===== config.mk =====
export PLATFORM = sky130hd
export DESIGN_NAME = halfword_mem_stage
export DESIGN_NICKNAME = d
export VERILOG_FILES = /design/src/rtl/hwsl_pkg.sv /design/src/rtl/hwsl_ptr.sv /design/src/rtl/hwsl_store.sv /design/src/rtl/hwsl_load.sv /design/src/rtl/halfword_mem_stage.sv
export SDC_FILE = /design/constraint.sdc
export NUM_CORES = 1
export LEC_CHECK = 0
export ABC_AREA = 1
export BUFFER_PORTS_ARGS = -buffer_cell sky130_fd_sc_hd__buf_2
export CAP_MARGIN = 20
export CORE_MARGIN = 1
export CORE_UTILIZATION = 42
export CTS_BUF_LIST = sky130_fd_sc_hd__clkbuf_16
export DETAILED_ROUTE_END_ITERATION = 10
export GPL_TIMING_DRIVEN = 0
export PLACE_DENSITY = 0.82
export REMOVE_ABC_BUFFERS = 1
export SLEW_MARGIN = 0
export SYNTH_ARGS = -nofsm -noshare
export SYNTH_HDL_FRONTEND = slang
export SYNTH_SLANG_ARGS = --single-unit

===== constraint.sdc =====
create_clock -name clk -period 3.1 [get_ports clk]
set_clock_uncertainty 0.05 [all_clocks]
set_input_delay 0.93 -clock clk [delete_from_list [all_inputs] [get_ports clk]]
set_output_delay 0.93 -clock clk [all_outputs]
set_load 0.02 [all_outputs]

===== src/rtl/hwsl_pkg.sv =====
package hwsl_pkg;
  localparam int REG_W   = 16;
  localparam int WORD_W  = 2 * REG_W;
  localparam int LBL_W   = 2;
  localparam int PC_W    = 11;
  localparam int PAD_W   = WORD_W - PC_W - LBL_W - REG_W;
  localparam int BE_W    = WORD_W / 8;
  localparam int HALF_BE = BE_W / 2;

  typedef enum logic [2:0] {
    OP_NONE    = 3'd0,
    OP_ST_MAN  = 3'd1,
    OP_ST_AUTO = 3'd2,
    OP_SET_PTR = 3'd3,
    OP_LOAD    = 3'd4
  } op_e;

  typedef enum logic [1:0] {
    WAY_FULL = 2'd0,
    WAY_TAG  = 2'd1,
    WAY_RSV  = 2'd2,
    WAY_RAW  = 2'd3
  } way_e;

  // full word: program counter on top, padding, tag, value at the bottom
  function automatic logic [WORD_W-1:0] pack_full(input logic [PC_W-1:0] pcv,
                                                  input logic [LBL_W-1:0] tag,
                                                  input logic [REG_W-1:0] v);
    return {pcv, {PAD_W{1'b0}}, tag, v};
  endfunction

  // half-word: tag replaces the top bits of the value when requested
  function automatic logic [REG_W-1:0] pack_half(input logic with_tag,
                                                 input logic [LBL_W-1:0] tag,
                                                 input logic [REG_W-1:0] v);
    return with_tag ? {tag, v[REG_W-LBL_W-1:0]} : v;
  endfunction

  function automatic logic [WORD_W-1:0] place_half(input logic hi,
                                                   input logic [REG_W-1:0] h);
    return hi ? {h, {REG_W{1'b0}}} : {{REG_W{1'b0}}, h};
  endfunction

  // load select: a set flag picks the low half
  function automatic logic [REG_W-1:0] pick_half(input logic [WORD_W-1:0] w,
                                                 input logic low_sel);
    return low_sel ? w[REG_W-1:0] : w[WORD_W-1:REG_W];
  endfunction
endpackage


===== src/rtl/hwsl_ptr.sv =====
module hwsl_ptr #(
  parameter int ADDR_W = 11
) (
  input  logic              clk,
  input  logic              rst_n,
  input  logic              set_en,
  input  logic [ADDR_W-1:0] set_val,
  input  logic              adv_half,
  input  logic              adv_full,
  output logic [ADDR_W-1:0] ptr_q,
  output logic              half_q
);
  logic [ADDR_W-1:0] ptr_inc;
  assign ptr_inc = ptr_q + ADDR_W'(1);

  always_ff @(posedge clk or negedge rst_n) begin
    if (!rst_n) begin
      ptr_q  <= '0;
      half_q <= 1'b0;
    end else if (set_en) begin
      ptr_q  <= set_val;
      half_q <= 1'b0;
    end else if (adv_full) begin
      ptr_q  <= ptr_inc;
      half_q <= 1'b0;
    end else if (adv_half) begin
      if (half_q) ptr_q <= ptr_inc;
      half_q <= ~half_q;
    end
  end
endmodule


===== src/rtl/hwsl_store.sv =====
module hwsl_store
  import hwsl_pkg::*;
(
  input  logic              fire,
  input  logic              full,
  input  logic              hi,
  input  logic              with_tag,
  input  logic [LBL_W-1:0]  tag,
  input  logic [REG_W-1:0]  v,
  input  logic [PC_W-1:0]   pcv,
  output logic              we,
  output logic [BE_W-1:0]   be,
  output logic [WORD_W-1:0] wdata
);
  logic [WORD_W-1:0] full_word;
  logic [WORD_W-1:0] half_word;

  assign full_word = pack_full(pcv, tag, v);
  assign half_word = place_half(hi, pack_half(with_tag, tag, v));
  assign we        = fire;
  assign wdata     = !fire ? '0 : (full ? full_word : half_word);

  for (genvar g = 0; g < BE_W; g++) begin : g_lane
    localparam bit IN_HI = (g >= HALF_BE);
    assign be[g] = fire & (full | (hi == IN_HI));
  end
endmodule


===== src/rtl/hwsl_load.sv =====
module hwsl_load
  import hwsl_pkg::*;
(
  input  logic              clk,
  input  logic              rst_n,
  input  logic              re,
  input  logic              low_sel,
  input  logic [WORD_W-1:0] rdata,
  output logic              ld_valid,
  output logic [REG_W-1:0]  ld_data
);
  logic pend_q;
  logic sel_q;

  always_ff @(posedge clk or negedge rst_n) begin
    if (!rst_n) begin
      pend_q <= 1'b0;
      sel_q  <= 1'b0;
    end else begin
      pend_q <= re;
      if (re) sel_q <= low_sel;
    end
  end

  assign ld_valid = pend_q;
  assign ld_data  = pend_q ? pick_half(rdata, sel_q) : '0;
endmodule


===== src/rtl/halfword_mem_stage.sv =====
module halfword_mem_stage
  import hwsl_pkg::*;
#(
  parameter int ADDR_W = 11
) (
  input  logic              clk,
  input  logic              rst_n,
  input  logic [2:0]        op,
  input  logic [1:0]        wr_way,
  input  logic              upper,
  input  logic [LBL_W-1:0]  label,
  input  logic [ADDR_W-1:0] offset,
  input  logic [REG_W-1:0]  addr_reg,
  input  logic [REG_W-1:0]  val_reg,
  input  logic [PC_W-1:0]   pc,
  input  logic [WORD_W-1:0] mem_rdata,
  output logic [ADDR_W-1:0] mem_addr,
  output logic              mem_we,
  output logic              mem_re,
  output logic [BE_W-1:0]   mem_be,
  output logic [WORD_W-1:0] mem_wdata,
  output logic              ld_valid,
  output logic [REG_W-1:0]  ld_data
);
  // decoded events, named so the checker can watch them
  logic is_man, is_auto, is_set, is_load;
  logic way_ok, way_full;
  logic st_fire, auto_half_wr, auto_full_wr;
  logic hi_sel;
  logic [ADDR_W-1:0] man_addr;
  logic [ADDR_W-1:0] ptr_q;
  logic              half_q;
  logic              unused_addr_hi;

  assign is_man   = (op == OP_ST_MAN);
  assign is_auto  = (op == OP_ST_AUTO);
  assign is_set   = (op == OP_SET_PTR);
  assign is_load  = (op == OP_LOAD);
  assign way_ok   = (wr_way != WAY_RSV);
  assign way_full = (wr_way == WAY_FULL);

  assign st_fire      = (is_man | is_auto) & way_ok;
  assign auto_half_wr = is_auto & way_ok & ~way_full;
  assign auto_full_wr = is_auto & way_full;
  assign hi_sel       = is_auto ? half_q : upper;

  assign man_addr       = addr_reg[ADDR_W-1:0] + offset;
  assign unused_addr_hi = ^addr_reg[REG_W-1:ADDR_W];
  assign mem_addr       = is_auto ? ptr_q : man_addr;
  assign mem_re         = is_load;

  hwsl_ptr #(.ADDR_W(ADDR_W)) u_ptr (
    .clk      (clk),
    .rst_n    (rst_n),
    .set_en   (is_set),
    .set_val  (offset),
    .adv_half (auto_half_wr),
    .adv_full (auto_full_wr),
    .ptr_q    (ptr_q),
    .half_q   (half_q)
  );

  hwsl_store u_store (
    .fire     (st_fire),
    .full     (way_full),
    .hi       (hi_sel),
    .with_tag (wr_way == WAY_TAG),
    .tag      (label),
    .v        (val_reg),
    .pcv      (pc),
    .we       (mem_we),
    .be       (mem_be),
    .wdata    (mem_wdata)
  );

  hwsl_load u_load (
    .clk      (clk),
    .rst_n    (rst_n),
    .re       (is_load),
    .low_sel  (upper),
    .rdata    (mem_rdata),
    .ld_valid (ld_valid),
    .ld_data  (ld_data)
  );
endmodule


Word-level counts from Yosys, hierarchy flattened:

Index checks and enable logic that the tools add are counted.

* flip-flop bits (word level): 14
* input port bits: 96
* output and inout bits: 66
* logic and storage cells: 43

* add/sub/neg operators: 2
* eq/ne operators: 6
* mux-type cells: 15
* bitwise logic cells: 12
* reduce and logical (&&, ||, !) cells: 4

Operators with widths (count)
* $mux W32: 3
* $mux W11: 5
* $mux W16: 3
* $add A11 B1 Y11 const B: 1
* $add A11 B11 Y11: 1
* $and A1 B1 Y1: 6
* $eq A3 B2 Y1 const B: 2
* $reduce_bool A3 Y1: 2
* $mux W1: 4
* $eq A3 B1 Y1 const B: 1
* $eq A3 B3 Y1 const B: 1
* $not A1 Y1: 3
* $or A1 B1 Y1: 3
* $eq A2 B1 Y1 const B: 1
* $logic_not A2 Y1: 1
* $ne A2 B2 Y1 const B: 1
* $reduce_and A2 Y1: 1

Logic depth before layout (Yosys ltp):

* depth in word-level cells: 6
* gate-level depth with buffers: 11
* depth with buffers taken out: 11

Modules after synthesis:

From an unflattened synthesis, not the netlist that was laid out.

* cells, all modules: 462
* area total of the unflattened synthesis: 2456.1 µm²

By module, submodules not included
* hwsl_ptr: instances 1, cells an instance 123, area an instance 814.5 µm², sequential area each 300.3 µm²
* halfword_mem_stage: instances 1, cells an instance 146, area an instance 789.5 µm², sequential area each 0.0 µm²
* hwsl_load: instances 1, cells an instance 91, area an instance 434.2 µm², sequential area each 50.0 µm²
* hwsl_store: instances 1, cells an instance 102, area an instance 417.9 µm², sequential area each 0.0 µm²

Least setup slack after synthesis:

No wires, ideal clock.

* kind: input port to output port
* start: input offset[0]
* end: output mem_addr[4]
* data arrival time: 2311 ps
* data required time: 2120 ps
* slack: -191 ps
* stages on the path: 8
* buffers on the path: 0
* path through: ha_1 inv_1 fa_1 inv_1 nand3_1 nand3_1 xnor2_1 o21ai_0

* word-level cells in the longest chain between the ends: 2

RTL lines
* from (decl): line halfword_mem_stage.sv:12 `input logic [ADDR_W-1:0] offset,`
* $add A11 B11 Y11: line halfword_mem_stage.sv:47 `assign man_addr = addr_reg[ADDR_W-1:0] + offset;`
* $mux W11: line halfword_mem_stage.sv:49 `assign mem_addr = is_auto ? ptr_q : man_addr;`
* to (decl): line halfword_mem_stage.sv:17 `output logic [ADDR_W-1:0] mem_addr,`

Every way passes these cells.

Final worst setup path:

* start: input offset[0]
* end: output mem_addr[8]

Same word-level chain as after synthesis.

==> impl_metrics.ini <==
[synthesis]
ys_seq_area_share_pct = 15.21
syn_area_um2 = 2303
netlist_instances = 415
synth.avg_cell_area_um2 = 5.551
ys_ff_latch = 14
synthDistinctLibCells = 30
yosys_warnings = 0

[setup_path]
crit_buf_inv = 4
path_max_fanout = 3
worstSetupEndpoint = mem_addr[8]
cp_cell_sequence = buf_8, ha_4, inv_4, fa_2, inv_2, nand3_2, nand3_4, nand2_2, nand2_1, nand2_1, nand3_2, nand2_2, buf_6
critPathCaptureType = output pin
cp-startpoint = offset[0]
cp_top_family = simple AND/OR/NAND/NOR gates
cp.depth = 13
rr_startpoint = u_ptr.half_q
crit_path_max_incr_delay_ps = 340
crit_slowest_cell = fa_2
reg2reg_depth = 6
start_kind = input pin
cp.required_ps = 2120
r2r-end = u_ptr.ptr_q[3]
crit_arrival_ps = 2280
rrSetupSlack_ps = 1200
crit_type = input pin to output pin

[finish]
stdcell_count = 660
fillers = 352
area_growth_pct = 80.50
drive_gt1_share_pct = 49.15
fin_nets = 699
final_cell_area_um2 = 4158
insertedDiodeCount = 0

[min_path]
hp-class = flop to flop

[clocking]
numClockSinks = 14
clockBufferDepth = 2
cts_tree = done
cts_max_level = 1
cts_buffers = 3
cts_root_buf = clkbuf_16
worstSkewPairLatency_ps = 240
clkTransAtPathRegs_ps = 40
postCtsHoldBufs = 0

[sta]
whs_ps = 532.5
maxSlewHeadroom_pct = 47.55
worst-slew-pin-transition_ps = 783.8
setup_viol = 24
slew_viol_final = 0
max_freq_mhz = 306.6
rsz0062_at_grt = true
period_needed_ps = 3262
finalHoldViolations = 0
layout_setup_ws_ps = -162.1
fin_crit_sh_pct = 105.2

[place]
pre_cts_ws_ps = -538.4
dpl.hpwl_um = 5820
dp.cells = 626
place_congestion = 0.8631
port_buffers = 156
place_area_um2 = 3079

[floorplan]
design.die.area_um2 = 5784
coreArea_um2 = 5205
die_y_um = 76.06
die_w_um = 76.06
boundaryPins = 162
num_rows = 26
start_util_pct = 44.25

[routing]
wl_per_cell_um = 16.11
final_antenna_net_count = 0
routed_wl_um = 10630
vias = 3622
drt_iter0_drc = 273
vias_per_cell = 5.488
route.detailed.drc = 0
firstDrtPassIters = 5

[run_status]
outcome = complete, but fails checks
violations = setup timing

[power]
ir_drop_mv = 0.2590
leakagePower_uw = 0.002185
power_density_nw_per_um2 = 331.3
power.total_uw = 1377

[grt]
grt_max_degree = 18
groute.usage.overall_pct = 27.35
gr-total-overflow = 0
antenna_found_initial = 0
grt_pass1_wl_um = 13340
grt_pass1_vias = 3182

[job]
max_cap_violations = 0
==> layout by cell type, fill, tap and decap left out, drive strengths merged, types with 2 or more instances in the layout <==
master | netlist | layout
a21oi | 21 | 21
buf | 8 | 183
clkbuf | 7 | 3
clkinv | 2 | 4
clkinvlp | 0 | 2
dfrtp | 14 | 14
ha | 11 | 11
inv | 54 | 53
nand2 | 127 | 127
nand3 | 28 | 28
nand3b | 2 | 2
nand4 | 3 | 4
nor2 | 82 | 82
nor3 | 5 | 5
o21ai | 37 | 37
or2 | 2 | 2
xnor2 | 6 | 6
==> where the power goes <==
group          switching (uW)  leakage (uW)  internal [uW]
combinational             465       0.00197            342
clock                    72.4     0.0000385            170
sequential               89.8      0.000173            238
==> kinds of logic (layout without fill, tap and decap cells) <==
kind of cell,Yosys count,after routing,synth area share (%)
AOI/OAI and AO/OA,62,62,14.34
adders and majority gates,12,12,6.844
buffers and inverters,71,245,13.25
and+or+nand+nor,249,250,47.69
xor gates and xnor gates,7,7,2.662
DFF,14,14,15.21
==> worst min-delay path by stage <==
| stage | start | endpoint | cells after the start |
|---|---|---|---|
| floorplan | u_ptr.ptr_q[9] | u_ptr.ptr_q[9] | 2 |
| global placement | u_ptr.ptr_q[9] | u_ptr.ptr_q[9] | 2 |
| detailed placement | u_ptr.ptr_q[1] | u_ptr.ptr_q[1] | 2 |
| CTS | u_ptr.ptr_q[1] | u_ptr.ptr_q[1] | 2 |
| global route | rst_n | u_load.ld_valid | 1 |
| finish | u_ptr.ptr_q[7] | u_ptr.ptr_q[7] | 2 |
==> cells in the mapped netlist <==
cell      instances  area (um2)
a21oi_1          21       105.1
buf_12            1       20.02
buf_2             4       20.02
buf_4             2       15.01
buf_6             1       11.26
clkbuf_1          7       26.28
clkinv_1          2       7.510
dfrtp_1          14       350.3
fa_1              1       20.02
ha_1             11       137.6
inv_1            50       187.7
inv_2             3       11.26
inv_4             1       6.260
nand2_1         125       469.2
nand2_2           2       12.51
nand3_1          28       140.1
nand3b_1          2       15.01
nand4_1           3       18.77
nor2_1           69       259.0
nor2_4           13       146.4
nor3_1            5       25.02
o211ai_1          1       7.510
o21a_1            1       7.510
o21ai_0          36       180.2
o21ai_4           1       16.27
o21bai_1          1       7.510
o22ai_1           1       6.260
or2_2             2       12.51
xnor2_1           6       52.55
xor2_1            1       8.760
==> through the flow <==
step,setup TNS [ps],util (%)
global route,-2889,79.88
detailed placement,-15820,59.16
CTS,-313.1,67.00
floorplan,-4293,-
global placement,-13790,59.16
finish,-1213,79.88
==> final cells by class <==
type	count	area (um2)	area share, %
multi-input cells	331	2118	50.95
repair buffers	183	1260	30.30
flip-flops and latches	14	350.3	8.426
inverters	56	239.0	5.748
well taps	70	87.58	2.107
clock buffers	3	75.07	1.806
repair inverters	2	23.77	0.5718
clock inverters	1	3.754	0.09028
==> sequential cells by signal, summed over array words and instances (netlist names) <==
| register | flops |
|---|---|
| u_ptr.ptr_q | 11 |
| u_load.sel_q | 1 |
| u_load.ld_valid | 1 |
| u_ptr.half_q | 1 |
==> worst reg2reg max path, stage by stage, from the launching register on <==
cell	delay (ps)
dfrtp_1	420
nor2_1	130
nand2_1	70
nand2_1	380
clkinv_1	400
o21ai_0	210
o21ai_0	110
==> timing repair <==
action                                  4_1_cts  5_1_grt
buffers inserted                              9       18
cloned                                        1        2
endpoints found under the hold margin         0        0
endpoints found under the setup margin       47       42
gates resized for setup                      53      147
pin swaps                                    12       48
==> layer usage <==
layer	up-vias	wire, um	global-route usage [%]
li1	1651	-	-
met1	1645	3667	29.37
met2	258	5444	53.27
met3	68	891	5.509
met4	0	630	8.077
met5	-	0	0
(Power assumes the default switching activity.)
